--- config.mk ---
export PLATFORM = sky130hd
export DESIGN_NAME = mii_4b5b_tx_enc
export DESIGN_NICKNAME = d
export VERILOG_FILES = /design/src/rtl/mii_tx_pkg.sv /design/src/rtl/nibble_4b5b.sv /design/src/rtl/sym_fifo.sv /design/src/rtl/mii_tx_ctrl.sv /design/src/rtl/mii_4b5b_tx_enc.sv
export SDC_FILE = /design/constraint.sdc
export NUM_CORES = 1
export LEC_CHECK = 0
export BUFFER_PORTS_ARGS = -buffer_cell sky130_fd_sc_hd__buf_2
export CORE_MARGIN = 4
export CORE_UTILIZATION = 60
export DETAILED_ROUTE_END_ITERATION = 10
export HOLD_SLACK_MARGIN = 0.06
export PLACE_DENSITY = 0.78
export SYNTH_ARGS = -nofsm -noshare
export SYNTH_HDL_FRONTEND = slang
export SYNTH_SLANG_ARGS = --single-unit
export TNS_END_PERCENT = 20
--- constraint.sdc ---
create_clock -name clk -period 3.8 [get_ports clk]
set_input_delay 0.38 -clock clk [delete_from_list [all_inputs] [get_ports clk]]
set_output_delay 0.38 -clock clk [all_outputs]
set_load 0.02 [all_outputs]
--- src/rtl/mii_tx_pkg.sv ---
package mii_tx_pkg;
    localparam int NIB_W = 4;
    localparam int SYM_W = 5;

    localparam logic [SYM_W-1:0] SYM_J    = 5'b11000;
    localparam logic [SYM_W-1:0] SYM_K    = 5'b10001;
    localparam logic [SYM_W-1:0] SYM_T    = 5'b01101;
    localparam logic [SYM_W-1:0] SYM_R    = 5'b00111;
    localparam logic [SYM_W-1:0] SYM_HALT = 5'b00100;
    localparam logic [SYM_W-1:0] SYM_IDLE = 5'b11111;

    typedef enum logic [1:0] {
        ST_IDLE,
        ST_SEND_K,
        ST_PAYLOAD,
        ST_SEND_R
    } tx_state_t;
endpackage

--- src/rtl/nibble_4b5b.sv ---
module nibble_4b5b
    import mii_tx_pkg::*;
(
    input  logic [NIB_W-1:0] nib,
    output logic [SYM_W-1:0] code
);
    always_comb begin
        unique case (nib)
            4'h0: code = 5'b11110;
            4'h1: code = 5'b01001;
            4'h2: code = 5'b10100;
            4'h3: code = 5'b10101;
            4'h4: code = 5'b01010;
            4'h5: code = 5'b01011;
            4'h6: code = 5'b01110;
            4'h7: code = 5'b01111;
            4'h8: code = 5'b10010;
            4'h9: code = 5'b10011;
            4'hA: code = 5'b10110;
            4'hB: code = 5'b10111;
            4'hC: code = 5'b11010;
            4'hD: code = 5'b11011;
            4'hE: code = 5'b11100;
            default: code = 5'b11101;
        endcase
    end
endmodule

--- src/rtl/sym_fifo.sv ---
// Synchronous FIFO with show-ahead read; DEPTH must be a power of two.
module sym_fifo #(
    parameter int W     = 5,
    parameter int DEPTH = 16,
    parameter logic [W-1:0] EMPTY_VAL = '1
) (
    input  logic                       clk,
    input  logic                       rst,
    input  logic                       wr_en,
    input  logic [W-1:0]               wr_data,
    input  logic                       rd_en,
    output logic [W-1:0]               rd_data,
    output logic                       empty,
    output logic [$clog2(DEPTH):0]     level,
    output logic [$clog2(DEPTH):0]     level_nx
);
    localparam int AW = $clog2(DEPTH);

    logic [W-1:0]  mem [DEPTH];
    logic [AW-1:0] wptr;
    logic [AW-1:0] rptr;
    logic          pop;

    assign empty   = (level == '0);
    assign pop     = rd_en && !empty;
    assign rd_data = empty ? EMPTY_VAL : mem[rptr];

    always_comb begin
        unique case ({wr_en, pop})
            2'b10:   level_nx = level + 1'b1;
            2'b01:   level_nx = level - 1'b1;
            default: level_nx = level;
        endcase
    end

    always_ff @(posedge clk) begin
        if (rst) begin
            wptr  <= '0;
            rptr  <= '0;
            level <= '0;
        end else begin
            level <= level_nx;
            if (wr_en) wptr <= wptr + 1'b1;
            if (pop)   rptr <= rptr + 1'b1;
        end
    end

    always_ff @(posedge clk) begin
        if (wr_en) mem[wptr] <= wr_data;
    end
endmodule

--- src/rtl/mii_tx_ctrl.sv ---
module mii_tx_ctrl
    import mii_tx_pkg::*;
(
    input  logic             clk,
    input  logic             rst,
    input  logic             link_sync,
    input  logic             txen,
    input  logic             txer,
    input  logic [SYM_W-1:0] data_code,
    input  logic             room_ok,
    output logic             ready,
    output logic             wr_en,
    output logic [SYM_W-1:0] wr_sym,
    output tx_state_t        state
);
    tx_state_t state_nx;
    logic      ready_nx;

    // State register and registered ready.
    always_ff @(posedge clk) begin
        if (rst) begin
            state <= ST_IDLE;
            ready <= 1'b0;
        end else begin
            state <= state_nx;
            ready <= ready_nx;
        end
    end

    // Transitions: only a step (ready high) moves the machine.
    always_comb begin
        state_nx = state;
        if (ready) begin
            unique case (state)
                ST_IDLE:    if (txen) state_nx = ST_SEND_K;
                ST_SEND_K:  state_nx = ST_PAYLOAD;
                ST_PAYLOAD: if (!txen) state_nx = ST_SEND_R;
                ST_SEND_R:  state_nx = ST_IDLE;
                default:    state_nx = ST_IDLE;
            endcase
        end
    end

    // Outputs: symbol written in this step.
    always_comb begin
        wr_en  = 1'b0;
        wr_sym = SYM_IDLE;
        if (ready) begin
            unique case (state)
                ST_IDLE: begin
                    wr_en  = txen;
                    wr_sym = SYM_J;
                end
                ST_SEND_K: begin
                    wr_en  = 1'b1;
                    wr_sym = SYM_K;
                end
                ST_PAYLOAD: begin
                    wr_en = 1'b1;
                    if (!txen)     wr_sym = SYM_T;
                    else if (txer) wr_sym = SYM_HALT;
                    else           wr_sym = data_code;
                end
                ST_SEND_R: begin
                    wr_en  = 1'b1;
                    wr_sym = SYM_R;
                end
                default: wr_en = 1'b0;
            endcase
        end
        ready_nx = link_sync && !wr_en && room_ok;
    end
endmodule

--- src/rtl/mii_4b5b_tx_enc.sv ---
module mii_4b5b_tx_enc
    import mii_tx_pkg::*;
#(
    parameter int FIFO_DEPTH = 16,
    parameter int HEADROOM   = 3
) (
    input  logic             clk,
    input  logic             rst,
    input  logic             link_sync,
    input  logic [NIB_W-1:0] mac_txd,
    input  logic             mac_txen,
    input  logic             mac_txer,
    output logic             mac_ready,
    input  logic             rd_strobe,
    output logic [SYM_W-1:0] sym_out,
    output logic             sym_valid
);
    localparam int LW = $clog2(FIFO_DEPTH) + 1;
    localparam logic [LW-1:0] LEVEL_LIM = LW'(FIFO_DEPTH - HEADROOM);

    logic [SYM_W-1:0] data_code;
    logic             sym_wr;
    logic [SYM_W-1:0] sym_wdata;
    logic [LW-1:0]    fifo_level;
    logic [LW-1:0]    fifo_level_nx;
    logic             fifo_empty;
    logic             room_ok;
    tx_state_t        fsm_state;

    assign room_ok   = (fifo_level_nx <= LEVEL_LIM);
    assign sym_valid = !fifo_empty;

    nibble_4b5b u_map (
        .nib  (mac_txd),
        .code (data_code)
    );

    mii_tx_ctrl u_ctrl (
        .clk       (clk),
        .rst       (rst),
        .link_sync (link_sync),
        .txen      (mac_txen),
        .txer      (mac_txer),
        .data_code (data_code),
        .room_ok   (room_ok),
        .ready     (mac_ready),
        .wr_en     (sym_wr),
        .wr_sym    (sym_wdata),
        .state     (fsm_state)
    );

    sym_fifo #(
        .W         (SYM_W),
        .DEPTH     (FIFO_DEPTH),
        .EMPTY_VAL (SYM_IDLE)
    ) u_fifo (
        .clk      (clk),
        .rst      (rst),
        .wr_en    (sym_wr),
        .wr_data  (sym_wdata),
        .rd_en    (rd_strobe),
        .rd_data  (sym_out),
        .empty    (fifo_empty),
        .level    (fifo_level),
        .level_nx (fifo_level_nx)
    );
endmodule

==> Word level (Yosys, flattened, before mapping) <==
Memory sizes are Yosys's and may differ from the RTL's. A register that Yosys moved wholly into a read port is not among the register bits.
Cells that the tools add are included.
{ "op_classes": {"add_sub_neg": 4, "magnitude_cmp": 1, "eq_ne": 7, "mux": 15, "n_reduce_logical": 9} }
{ "ops": {"columns": ["operator", "count"], "rows": [
  ["5-bit two-way mux", 4],
  ["5-bit one-hot mux with 4 select lines", 1],
  ["5-bit one-hot mux with 2 select lines", 1],
  ["4-bit by 1-bit adder with 4-bit output, second input constant", 2],
  ["4-bit two-way mux", 2],
  ["2-bit one-hot mux with 4 select lines", 1],
  ["2-bit equality test, second input constant", 3],
  ["5-bit by 1-bit adder with 5-bit output, second input constant", 1],
  ["5-bit by 4-bit less-or-equal comparator with 1-bit output, second input constant", 1],
  ["5-bit zero test", 1],
  ["5-bit by 1-bit subtractor with 5-bit output, second input constant", 1],
  ["2-bit by 1-bit equality test with 1-bit output, second input constant", 2],
  ["2-bit two-way mux", 2],
  ["2-bit inequality test, second input constant", 2],
  ["1-bit logical AND", 3],
  ["1-bit two-way mux", 3],
  ["3-bit AND reduction", 1],
  ["3-bit OR reduction", 1],
  ["1-bit zero test", 2],
  ["2-bit zero test", 1],
  ["1-bit one-hot mux with 2 select lines", 1]
]} }
{ "word_totals": {"register_bits": 16, "ramBits": 80, "rom_bits": 80, "in_bits": 10, "out_inout_bits": 7, "word_cells": 43, "n_memories": 2} }
{ "mem_list": {"columns": ["name", "words", "word_bits", "read_ports", "rd_clocked_by_memory_dff", "write_ports", "line", "source"], "rows": [
  ["(name not given)", 16, 5, 1, 0, 0, "nibble_4b5b.sv:8", "unique case (nib)"],
  ["u_fifo.mem", 16, 5, 1, 1, 1, "sym_fifo.sv:19", "logic [W-1:0] mem [DEPTH];"]
]} }

==> Depth between registers and ports, before layout <==
Gate-level depths: netlist (run 1).
{ "depth": {"word_depth": 8, "ltp_mapped": 13, "ltp_nobuf": 12} }

==> Hierarchy <==
A second synthesis (run 1) with hierarchy kept.
{ "hier_totals": {"cells_unflattened": 308, "hier_area_um2": 4480.5} }
{ "modules_own_cells": {"columns": ["module", "instances", "cells_per_inst", "area_each_um2", "seq_area_each_um2"], "rows": [
  ["sym_fifo", 1, 257, 4106.4, 2742.6],
  ["mii_tx_ctrl", 1, 40, 299.0, 60.1],
  ["nibble_4b5b", 1, 9, 65.1, 0.0],
  ["mii_4b5b_tx_enc", 1, 2, 10.0, 0.0]
]} }

==> Worst setup path after synthesis (run 1) <==
Ideal clock, no wire load.
{ "synth_path": {"path_kind": "reg2reg", "from": "register u_ctrl.state[1]", "to": "register u_ctrl.ready", "t_arrival_ns": 2.786, "required_time_ns": 3.742, "setup_slack_ns": 0.956, "stages_incl_launch_ff": 13, "path_cell_list": "dfxtp_1 -> inv_1 -> ha_1 -> a21boi_1 -> inv_1 -> ha_1 -> clkbuf_1 -> xor2_1 -> ha_1 -> or3b_1 -> a31oi_1 -> xnor2_1 -> o211a_1"} }
{ "synth_via": {"elab_chain_len": 8, "word_cells_on_any_way": 14} }
{ "synth_rtl": {"columns": ["element", "line", "source"], "rows": [
  ["start: declaration", "mii_tx_ctrl.sv:14", "output tx_state_t state"],
  ["start signal: assignment", "mii_tx_ctrl.sv:25", "state <= state_nx;"],
  ["2-bit by 1-bit equality test with 1-bit output / 2-bit equality test (equally long branches)", "mii_tx_ctrl.sv:49", "unique case (state)"],
  ["3-bit OR reduction (no source line)", null, null],
  ["1-bit one-hot mux with 2 select lines (*)", "mii_tx_ctrl.sv:49", null],
  ["1-bit two-way mux (*)", "mii_tx_ctrl.sv:48", "if (ready) begin"],
  ["2-bit by 1-bit equality test with 1-bit output / 2-bit equality test (equally long branches)", "sym_fifo.sv:29", "unique case ({wr_en, pop})"],
  ["5-bit one-hot mux with 2 select lines", "sym_fifo.sv:29", null],
  ["5-bit by 4-bit less-or-equal comparator with 1-bit output", "mii_4b5b_tx_enc.sv:30", "assign room_ok = (fifo_level_nx <= LEVEL_LIM);"],
  ["1-bit logical AND (*)", "mii_tx_ctrl.sv:71", "ready_nx = link_sync && !wr_en && room_ok;"],
  ["end signal: assignment", "mii_tx_ctrl.sv:26", "ready <= ready_nx;"],
  ["end: declaration", "mii_tx_ctrl.sv:11", "output logic ready,"]
]} }
Mark *: on every way between the ends. The rest lies on a longest branch, timed or not.
A chain may end at the register's enable or synchronous reset.

==> impl_results.md, run 1 <==
- CP Capture Type: output pin
- Hold WC Path Type: in -> reg
- Ranking of synthesized cells by area: edfxtp_1 55%, dfxtp_1 9.2%, mux4_1 8.5%
- Multi-input gate area: 1433 um2
- Worst Setup Slack, final: 831.4 ps
- Fill cells: 491
- Compound-Gate Fraction of Synth Area: 3.577%
- Leak pwr: 1.519 nW
- Ratio of cells with drive above 1 in the final layout: 15.00%
- Mapped cell area: 4338 um2
- Ant diodes: 0
- Setup crit start kind: register
- All-layer global routing usage: 18.82%
- Final WL: 7478 um
- Root buffer cell: clkbuf_8
- Tcrit/Tclk final: 78.12%
- Die footprint: 8655 um2
- Routed met2 length: 3775 um
- Area share of the largest cell type after synthesis: 55.38%
- Internal power: 1.817 mW
- Ys async rst share: 0%
- Maximum vdd drop: 0.2828 mV
- CP required: 3420 ps
- Clk_lat worst skew: 360 ps
- WL met3: 501 um
- DR top layer: met4
- Number of global-route vias before repair: 2269
- Combinational Power Share: 27.1%
- Post-Synth XOR/XNOR Area: 2.423%
- Crit-path slowest cell: dfxtp_1
- Vias per cell: 5.902
- Fin crit period: 2969 ps
- Max frequency: 336.9 MHz
- Clk sinks: 100
- CTS H-tree depth: 3
- Met1 WL: 3143 um
- First-pass GRT wire length: 11950 um
- R2R depth: 9
- Setup slack, reg-to-reg: 970 ps
- CP peak stage delay: 910 ps
- Sequential Area: 2803 um2
- Avg Inst Size Synth: 15.66 um2
- Maxcap violations: 0
- Critical path fanouts, max: 20
- Sum Neg Setup Slack: 0 ps
- Synth warnings: 0
- Setup Fix Bufs, Post-CTS: 0
- Post-layout util: 67.66%
- Synth Flop Type: edfxtp_1
- Grt total ovfl: 0
- Synth Area in Adders: 3.461%
- CP arrival: 2590 ps
- Placeable Area: 6907 um2
- Post-DRT Antenna Nets: 0
- Register area share after synthesis: 64.61%
- Cell breakdown of the critical path: mux4_1 > mux4_2 > or2_1 > buf_2
- Mux share of post-synthesis cell area: 14.88%
- Setup Viol. Count Final: 0
- Clock Tree Buf Depth: 2
- Syn Inst Count: 277
- Pre-CTS setup slack: 1006 ps
- Simple-Gate Fraction of Synth Area: 8.682%
- Routability cong.: 0.7871
- Worst clock skew: 10.79 ps
- Critical path class: reg -> out
- Power share of the sequential group: 50.0%
- Clock power share: 22.9%
- DP Wirelength: 4971 um
- CTS Buf Count: 9
- Initial antenna violation count: 0
- Final Hold Viols: 0
- PostCTS Resize Cnt: 0
- Area Growth Syn to Fin: 7.730%
- Initial core utilization: 62.81%
- NetSw: 804.8 uW
- Cell taking the most area after synthesis: edfxtp_1
- R2r startpoint: u_fifo.level[3]$_SDFF_PP0_
- Library cells used by synthesis: 40
- Port Buf Inserts: 16
- Main combinational cell family by area after synthesis: multiplexers
- Reg-to-Reg End: u_ctrl.ready$_SDFF_PP0_
- Drt pass-1 iters: 5
- Detailed-route via count: 2337
- Syn_nets: 299
- Max-slew headroom: 38.12%
- Starting DRT DRC Count: 174
- Clock transition at path regs: 90 ps
- Post-DR wirelength/cell: 18.88 um
- #FFs+latches synth: 100
- Post-synth EDFFs: 80
- CTS tree: built
- Die Ht: 93.03 um
- IO Pins: 17
- Cts hold-fix bufs: 0
- Setup crit end: sym_out[1]
- RSZ-0062 raised after global routing: no
- Power per cell area: 561.1 nW/um2
- Slew Limit Fails: 0
- Worst slew pin tran: 921.1 ps
- Status: finished, final reports clean
- Sw Share: 30.69%
- Worst hold slack: 381.5 ps
- Site Rows: 30
- Fin nets: 317
- Largest net degree at the start of global routing: 21
- Detailed-route DRC error count: 0
- Die W: 93.03 um
==> final cells by class <==
type | count | area share (%)
Clock buffer | 10 | 2.731
Timing Repair Buffer | 20 | 2.356
Tap cell | 96 | 2.570
Inverter | 9 | 0.7229
Multi-Input combinational cell | 155 | 30.66
Sequential cell | 100 | 59.97
Clock inverter | 6 | 0.9906
==> cells in the mapped netlist (all sizes together), types with 2 or more instances <==
master,number
edfxtp,80
nor2,29
mux4,25
dfxtp,20
nand2,13
ha,12
a21oi,9
inv,9
clkbuf,8
nor3,7
xor2,7
nand2b,6
o21ai,6
buf,5
nand3,5
or2,5
xnor2,5
mux2i,3
nand4,3
nor2b,3
a31oi,2
==> critical path, delay by kind of cell (launching register included) <==
kind	cells	cell delay, ps
buf+inv	1	150
flops	1	910
mux	2	960
simple gates	1	210
==> routing by layer <==
metal | global-route usage (%) | up-vias
li1 | - | 1099
met2 | 30.29 | 85
met4 | 5.861 | 0
met1 | 25.21 | 1148
met5 | 0 | -
met3 | 5.229 | 5
==> stage by stage <==
step	cell area [um2]	std cells	power, mW
final	4673	396	2.622
after detailed placement	4499	380	2.055
after global routing	4673	396	2.763
after floorplan	4338	277	1.872
after global placement	4499	380	2.032
after CTS	4673	396	2.639
==> cells by family after synthesis <==
logic type / count (synthesis)
xor+xnor: 12
simple gates: 78
compound gates: 25
buf+inv: 22
fa+ha+maj: 12
mux: 28
flops: 100
==> registers in the layout, indices dropped and copies added (netlist names), named ones only <==
name          cells
u_ctrl.state      2
u_fifo.rptr       4
u_fifo.mem       80
u_ctrl.ready      1
u_fifo.wptr       4
u_fifo.level      5
==> power groups by stage <==
stage | Clock, mW | Combinational, mW | Sequential [mW]
after detailed placement | 0 | 0.718 | 1.34
after global placement | 0 | 0.697 | 1.33
after CTS | 0.607 | 0.720 | 1.31
final | 0.600 | 0.710 | 1.31
after global routing | 0.666 | 0.777 | 1.32
after floorplan | 0 | 0.554 | 1.32
==> cells in the final DEF (no fill, tap or decap), types with 3 or more instances in the layout <==
cell	instances
buf_4	4
nand3_1	5
nand2b_1	6
ha_1	12
or2_1	5
a21oi_1	9
clkbuf_8	9
edfxtp_1	80
nor2_1	29
o21ai_0	6
nand4_1	3
buf_2	16
mux4_1	14
nor3_1	7
mux4_2	11
xnor2_1	5
nor2b_1	3
inv_1	9
mux2i_1	3
dfxtp_1	20
xor2_1	7
nand2_1	13
==> worst min-delay path by stage <==
stage / startpoint / end / slack, ps / depth (start not counted)
finish: rst / u_fifo.level[0]$_SDFF_PP0_ / 380 / 2
global route: rst / u_fifo.rptr[0]$_SDFFE_PP0N_ / 390 / 2
CTS: rst / u_fifo.wptr[2]$_SDFFE_PP0P_ / 380 / 2
detailed placement: u_fifo.wptr[1]$_SDFFE_PP0P_ / u_fifo.wptr[1]$_SDFFE_PP0P_ / 510 / 2
global placement: u_fifo.wptr[1]$_SDFFE_PP0P_ / u_fifo.wptr[1]$_SDFFE_PP0P_ / 510 / 2
floorplan: u_fifo.wptr[1]$_SDFFE_PP0P_ / u_fifo.wptr[1]$_SDFFE_PP0P_ / 480 / 2
Note: power is estimated with default switching activity, not from simulation.
==> run 2: changes to the inputs <==
Settings changed: CORE_UTILIZATION 60 to 55, PLACE_DENSITY 0.78 to 0.75.
Clock period 3.8 ns to 2.45 ns, I/O delays scaled along.
==> run 2 against run 1 <==
- the run now ends with setup timing left
- hold slack lost 130 ps
- sequential power grew 56%
- largest cell class unchanged
- highest routed layer unchanged
- wire length grew 4.9%
- flip-flop and latch count is the same
- critical path depth grew 1
- total power grew 74%
- first-iteration DRC count shrank 6.3%
- clock power grew 77%
- non-clock buffer count grew 18
- global-route usage shrank 1.2 points
- final area grew 4.9%
==> impl_results.md, run 2 (synthesis results as in run 1) <==
- All-layer global routing usage: 17.58%
- CP Capture Type: output pin
- Sum Neg Setup Slack: -514.8 ps
- Post-DR wirelength/cell: 18.68 um
- Worst Setup Slack, final: -113.5 ps
- Fin crit period: 2563 ps
- NetSw: 1.360 mW
- Grt total ovfl: 0
- Worst slew pin tran: 601.5 ps
- Site Rows: 32
- Cts hold-fix bufs: 0
- Placeable Area: 7687 um2
- Max-slew headroom: 59.79%
- Power share of the sequential group: 44.8%
- Tot Pwr: 4.563 mW
- Clock power share: 23.1%
- Die footprint: 9372 um2
- CP arrival: 2320 ps
- Status: complete, but fails checks
- Biggest register: u_fifo.mem
- Failing checks: setup timing
- Max frequency: 390.1 MHz
- Maximum vdd drop: 0.4034 mV
- Hold WC Path Type: in -> reg
- Setup Fix Bufs, Post-CTS: 0
- Die W: 96.81 um
- RSZ-0062 raised after global routing: yes
- CTS H-tree depth: 3
- Largest net degree at the start of global routing: 21
- Slew Limit Fails: 0
- Setup Viol. Count Final: 6
- Clk sinks: 100
- Grt peak-use layer: met2
- IO Pins: 17
- Most frequent cells in the layout: 80 x edfxtp_1, 29 x nor2_1, 22 x mux4_2
- Area Growth Syn to Fin: 12.98%
- Detailed-route via count: 2389
- Sw Share: 29.80%
- Die Ht: 96.81 um
- Critical path class: reg -> out
- Vias per cell: 5.688
- Critical path fanouts, max: 5
- CTS tree: built
- First-pass GRT wire length: 12790 um
- Clock transition at path regs: 90 ps
- Number of global-route vias before repair: 2400
- Fin nets: 335
- Internal power: 3.203 mW
- M3 GR Usage: 3.172%
- Met2 Use GR: 28.03%
- Most common cell after layout, fill and taps aside: edfxtp_1
- Initial core utilization: 56.43%
- Worst hold slack: 252.1 ps
- Routability cong.: 0.8982
- Detailed-route DRC error count: 0
- Initial antenna violation count: 0
- Worst clock skew: 6.169 ps
- Power per cell area: 931.0 nW/um2
- Tcrit/Tclk final: 104.6%
- Largest register FFs: 80
- Post-DRT Antenna Nets: 0
- DP Wirelength: 5145 um
- Root buffer cell: clkbuf_8
- Ant diodes: 0
- Setup crit start kind: register
- M1 GR Usage: 24.52%
- CTS Buf Count: 9
- Clock Tree Buf Depth: 2
- Drt pass-1 iters: 7
- Leak pwr: 1.610 nW
- Final Hold Viols: 0
- Maxcap violations: 0
- Port Buf Inserts: 16
- Final WL: 7847 um
- Pre-CTS setup slack: -19.49 ps
- CP required: 2200 ps
- Starting DRT DRC Count: 163
- Biggest regs: u_fifo.mem: 80 flops, u_fifo.level: 5 flops
- Ratio of cells with drive above 1 in the final layout: 25.16%
- Clk_lat worst skew: 350 ps
- Combinational Power Share: 32.0%
- Post-layout util: 63.75%
[run 2: path summary, 6_finish.rpt]
kind | startpoint | to | slack (ps) | depth (start not counted)
worst min register to register | u_fifo.wptr[1]$_SDFFE_PP0P_ | u_fifo.wptr[1]$_SDFFE_PP0P_ | 510 | 2
worst max-delay path | register | sym_out[4] | -110 | 5
worst max register to register | u_fifo.level[3]$_SDFF_PP0_ | u_ctrl.ready$_SDFF_PP0_ | -10 | 9
worst min-delay path | rst | u_fifo.level[3]$_SDFF_PP0_ | 250 | 2
[run 2: area by class of cell]
type	count	area [um2]
sequential	100	2806
fill	552	2786
multi-input combinational	155	1405
timing repair buffer	38	327.8
clock buffer	10	127.6
tap	102	127.6
clock inverter	6	72.57
inverter	9	33.78
[run 2: routing by layer]
layer / vias to the layer above / part of all wire, %
met4: 0 / 1.2
met2: 71 / 49
met3: 10 / 4.3
li1: 1121 / -
met1: 1187 / 46
met5: - / 0
[run 2: critical path, cell delays in order, from the launching register on]
cell	delay, ps
dfxtp_4	450
clkbuf_16	180
mux4_1	530
mux4_2	450
or2_1	210
buf_2	150
[run 2: timing repair]
action / CTS / global route
gates resized for setup: 15 / 4
endpoints found under the setup margin: 6 / 7
pin swaps: 1 / 1
gates cloned: 2 / 1
[run 2: stage by stage]
step                      area (um2)  cells
after CTS                       4863    419
after floorplan                 4378    277
after global placement          4646    401
after detailed placement        4646    401
final                           4901    420
after global routing            4901    420
[run 2: power groups by stage]
stage	logic [mW]	registers, mW	clock network, mW
after global routing	1.59	2.06	1.16
final	1.46	2.05	1.06
after global placement	1.28	2.05	0
after detailed placement	1.31	2.05	0
after floorplan	0.915	2.05	0
after CTS	1.41	2.04	1.07
==> run 3: changes to the inputs <==
Settings changed: CORE_ASPECT_RATIO set to 0.8.
==> run 3 against run 2 <==
- sequential share of layout area rose by 0.76 points
- the run still ends with setup timing left
- final area fell by 1.3%
- global-route usage rose by 1.3 points
- largest cell class unchanged
- largest power group unchanged
- combinational power fell by 6%
- critical endpoint is now sym_out[2]
- wire length rose by 2.3%
==> impl_results.md, run 3 (synthesis results as in run 1) <==
- Fin crit period: 2582 ps
- Multi-input gate area: 1413 um2
- Min-delay src: rst
- R2R depth: 9
- Critical path class: reg -> out
- Die footprint: 9381 um2
- CTS tree: built
- Crit-path slowest cell: mux4_1
- Critical path fanouts, max: 10
- CP Capture Type: output pin
- Site Rows: 28
- Starting DRT DRC Count: 258
- Clk sinks: 100
- Max-slew headroom: 54.22%
- Sequential Area: 2806 um2
- Fin nets: 333
- Worst Setup Slack, final: -131.8 ps
- R2r startpoint: u_fifo.level[3]$_SDFF_PP0_
- Slew Limit Fails: 0
- Routability cong.: 0.9321
- Status: complete, but fails checks
- Maxcap violations: 0
- Detailed-route via count: 2335
- Maximum vdd drop: 0.3676 mV
- Area Growth Syn to Fin: 11.51%
- Initial antenna violation count: 0
- Most common cell after layout, fill and taps aside: edfxtp_1
- Post-DRT Antenna Nets: 0
- Cells on Worst Hold Path: 2
- Setup Viol. Count Final: 6
- Critical path buffers and inverters: 2
- Worst slew pin tran: 684.8 ps
- Tot Pwr: 4.393 mW
- Post-layout util: 64.22%
- CTS H-tree depth: 3
- Tcrit/Tclk final: 105.4%
- Largest register FFs: 80
- Worst clock skew: 10.31 ps
- Drt pass-1 iters: 4
- Port Buf Inserts: 16
- Most frequent cells in the layout: 80 x edfxtp_1, 29 x nor2_1, 22 x mux4_2
- CP peak stage delay: 570 ps
- Pre-CTS setup slack: -3.853 ps
- Vias per cell: 5.546
- Sum Neg Setup Slack: -620.6 ps
- Failing checks: setup timing
- CTS Buf Count: 9
- Hold EP: u_fifo.level[0]$_SDFF_PP0_
- Clock transition at path regs: 100 ps
- Max frequency: 387.3 MHz
- Ratio of cells with drive above 1 in the final layout: 25.32%
- CP arrival: 2340 ps
- Cell breakdown of the critical path: buf_12 > mux4_1 > mux4_2 > or2_1 > buf_2
- Reg-to-Reg End: u_ctrl.ready$_SDFF_PP0_
- Setup Fix Bufs, Post-CTS: 0
- Setup slack, reg-to-reg: -30 ps
- RSZ-0062 raised after global routing: yes
- Fill cells: 559
- Grt total ovfl: 0
- DP Wirelength: 5357 um
- Family with the most delay on the worst path: multiplexers
- Biggest regs: u_fifo.mem: 80 flops, u_fifo.level: 5 flops
- Final WL: 8029 um
- Clock Tree Buf Depth: 2
- CP required: 2200 ps
- Final Hold Viols: 0
- Hold WC Path Type: in -> reg
- Die W: 107.3 um
- Number of global-route vias before repair: 2268
- Largest net degree at the start of global routing: 21
- Cts hold-fix bufs: 0
- IO Pins: 17
- Leak pwr: 1.589 nW
- Detailed-route DRC error count: 0
- Biggest register: u_fifo.mem
- Die Ht: 87.44 um
- Setup crit start kind: register
- All-layer global routing usage: 18.84%
- Initial core utilization: 57.59%
- Placeable Area: 7532 um2
- Power per cell area: 908.2 nW/um2
- Ant diodes: 0
- Post-DR wirelength/cell: 19.07 um
- First-pass GRT wire length: 12840 um
- Clk_lat worst skew: 360 ps
- Root buffer cell: clkbuf_8
run 3: changes by cell type in the layout (fill, tap and decap cells not counted):
cell,delta
clkinvlp_4,-3
buf_2,+2
buf_6,-2
clkinv_4,+2
buf_16,-1
bufinv_16,-1
clkbuf_1,-1
clkbuf_16,-1
clkbuf_8,+1
inv_4,+1
inv_6,+1
xnor2_1,-1
xnor2_2,+1
run 3: worst register-to-register path, delay by kind of cell, from the launching register on:
kind / cells / cell delay, ps
AOI/OAI and AO/OA: 3 / 680
xor gates and xnor gates: 2 / 320
adders and majority gates: 2 / 390
DFF: 1 / 320
and+or+nand+nor: 2 / 730
run 3: worst max-delay path by stage:
stage                               to  depth (start not counted)  slack (ps)                  startpoint
2_1_floorplan  u_ctrl.ready$_SDFF_PP0_                         11        -250  u_fifo.level[1]$_SDFF_PP0_
3_3_place_gp   u_ctrl.ready$_SDFF_PP0_                          9          30  u_fifo.level[3]$_SDFF_PP0_
3_5_place_dp   u_ctrl.ready$_SDFF_PP0_                          9          -4  u_fifo.level[3]$_SDFF_PP0_
4_1_cts                     sym_out[2]                          5        -170                    register
5_1_grt                     sym_out[2]                          5        -220                    register
6_report                    sym_out[2]                          5        -130                    register
run 3: final cells by class:
class / instances / share of cell area [%]
clock buffers: 10 / 2.845
flip-flops and latches: 100 / 58.02
repair buffers: 36 / 5.432
inverters: 9 / 0.6984
clock inverters: 6 / 1.086
well taps: 105 / 2.716
multi-input cells: 155 / 29.20
run 3: stage by stage:
step / hold slack [ps] / area (um2) / instances
after global placement: 505.2 / 4649 / 404
after CTS: 231.7 / 4837 / 421
after detailed placement: 517.8 / 4649 / 404
after global routing: 260.5 / 4837 / 421
final: 246.8 / 4837 / 421
after floorplan: 481.5 / 4378 / 277
run 3: report_power, final:
part           switching (mW)  internal, mW  leakage [nW]
registers              0.0732          1.96         0.887
clock network           0.572         0.416        0.0997
logic                   0.698         0.674         0.602
run 3: metal layers:
metal	routed length [um]	share of wire [%]	vias up	global-route usage, %
met5	0	0	-	0
met4	26	0.32	0	3.717
met3	537	6.7	2	4.670
met2	3632	45	75	26.80
met1	3833	48	1141	29.75
li1	-	-	1117	-
run 3: timing repair:
action / in CTS / in global routing
pin swaps: 2 / 1
gates resized for setup: 12 / 3
cloned: 1 / 0
endpoints found under the setup margin: 6 / 8
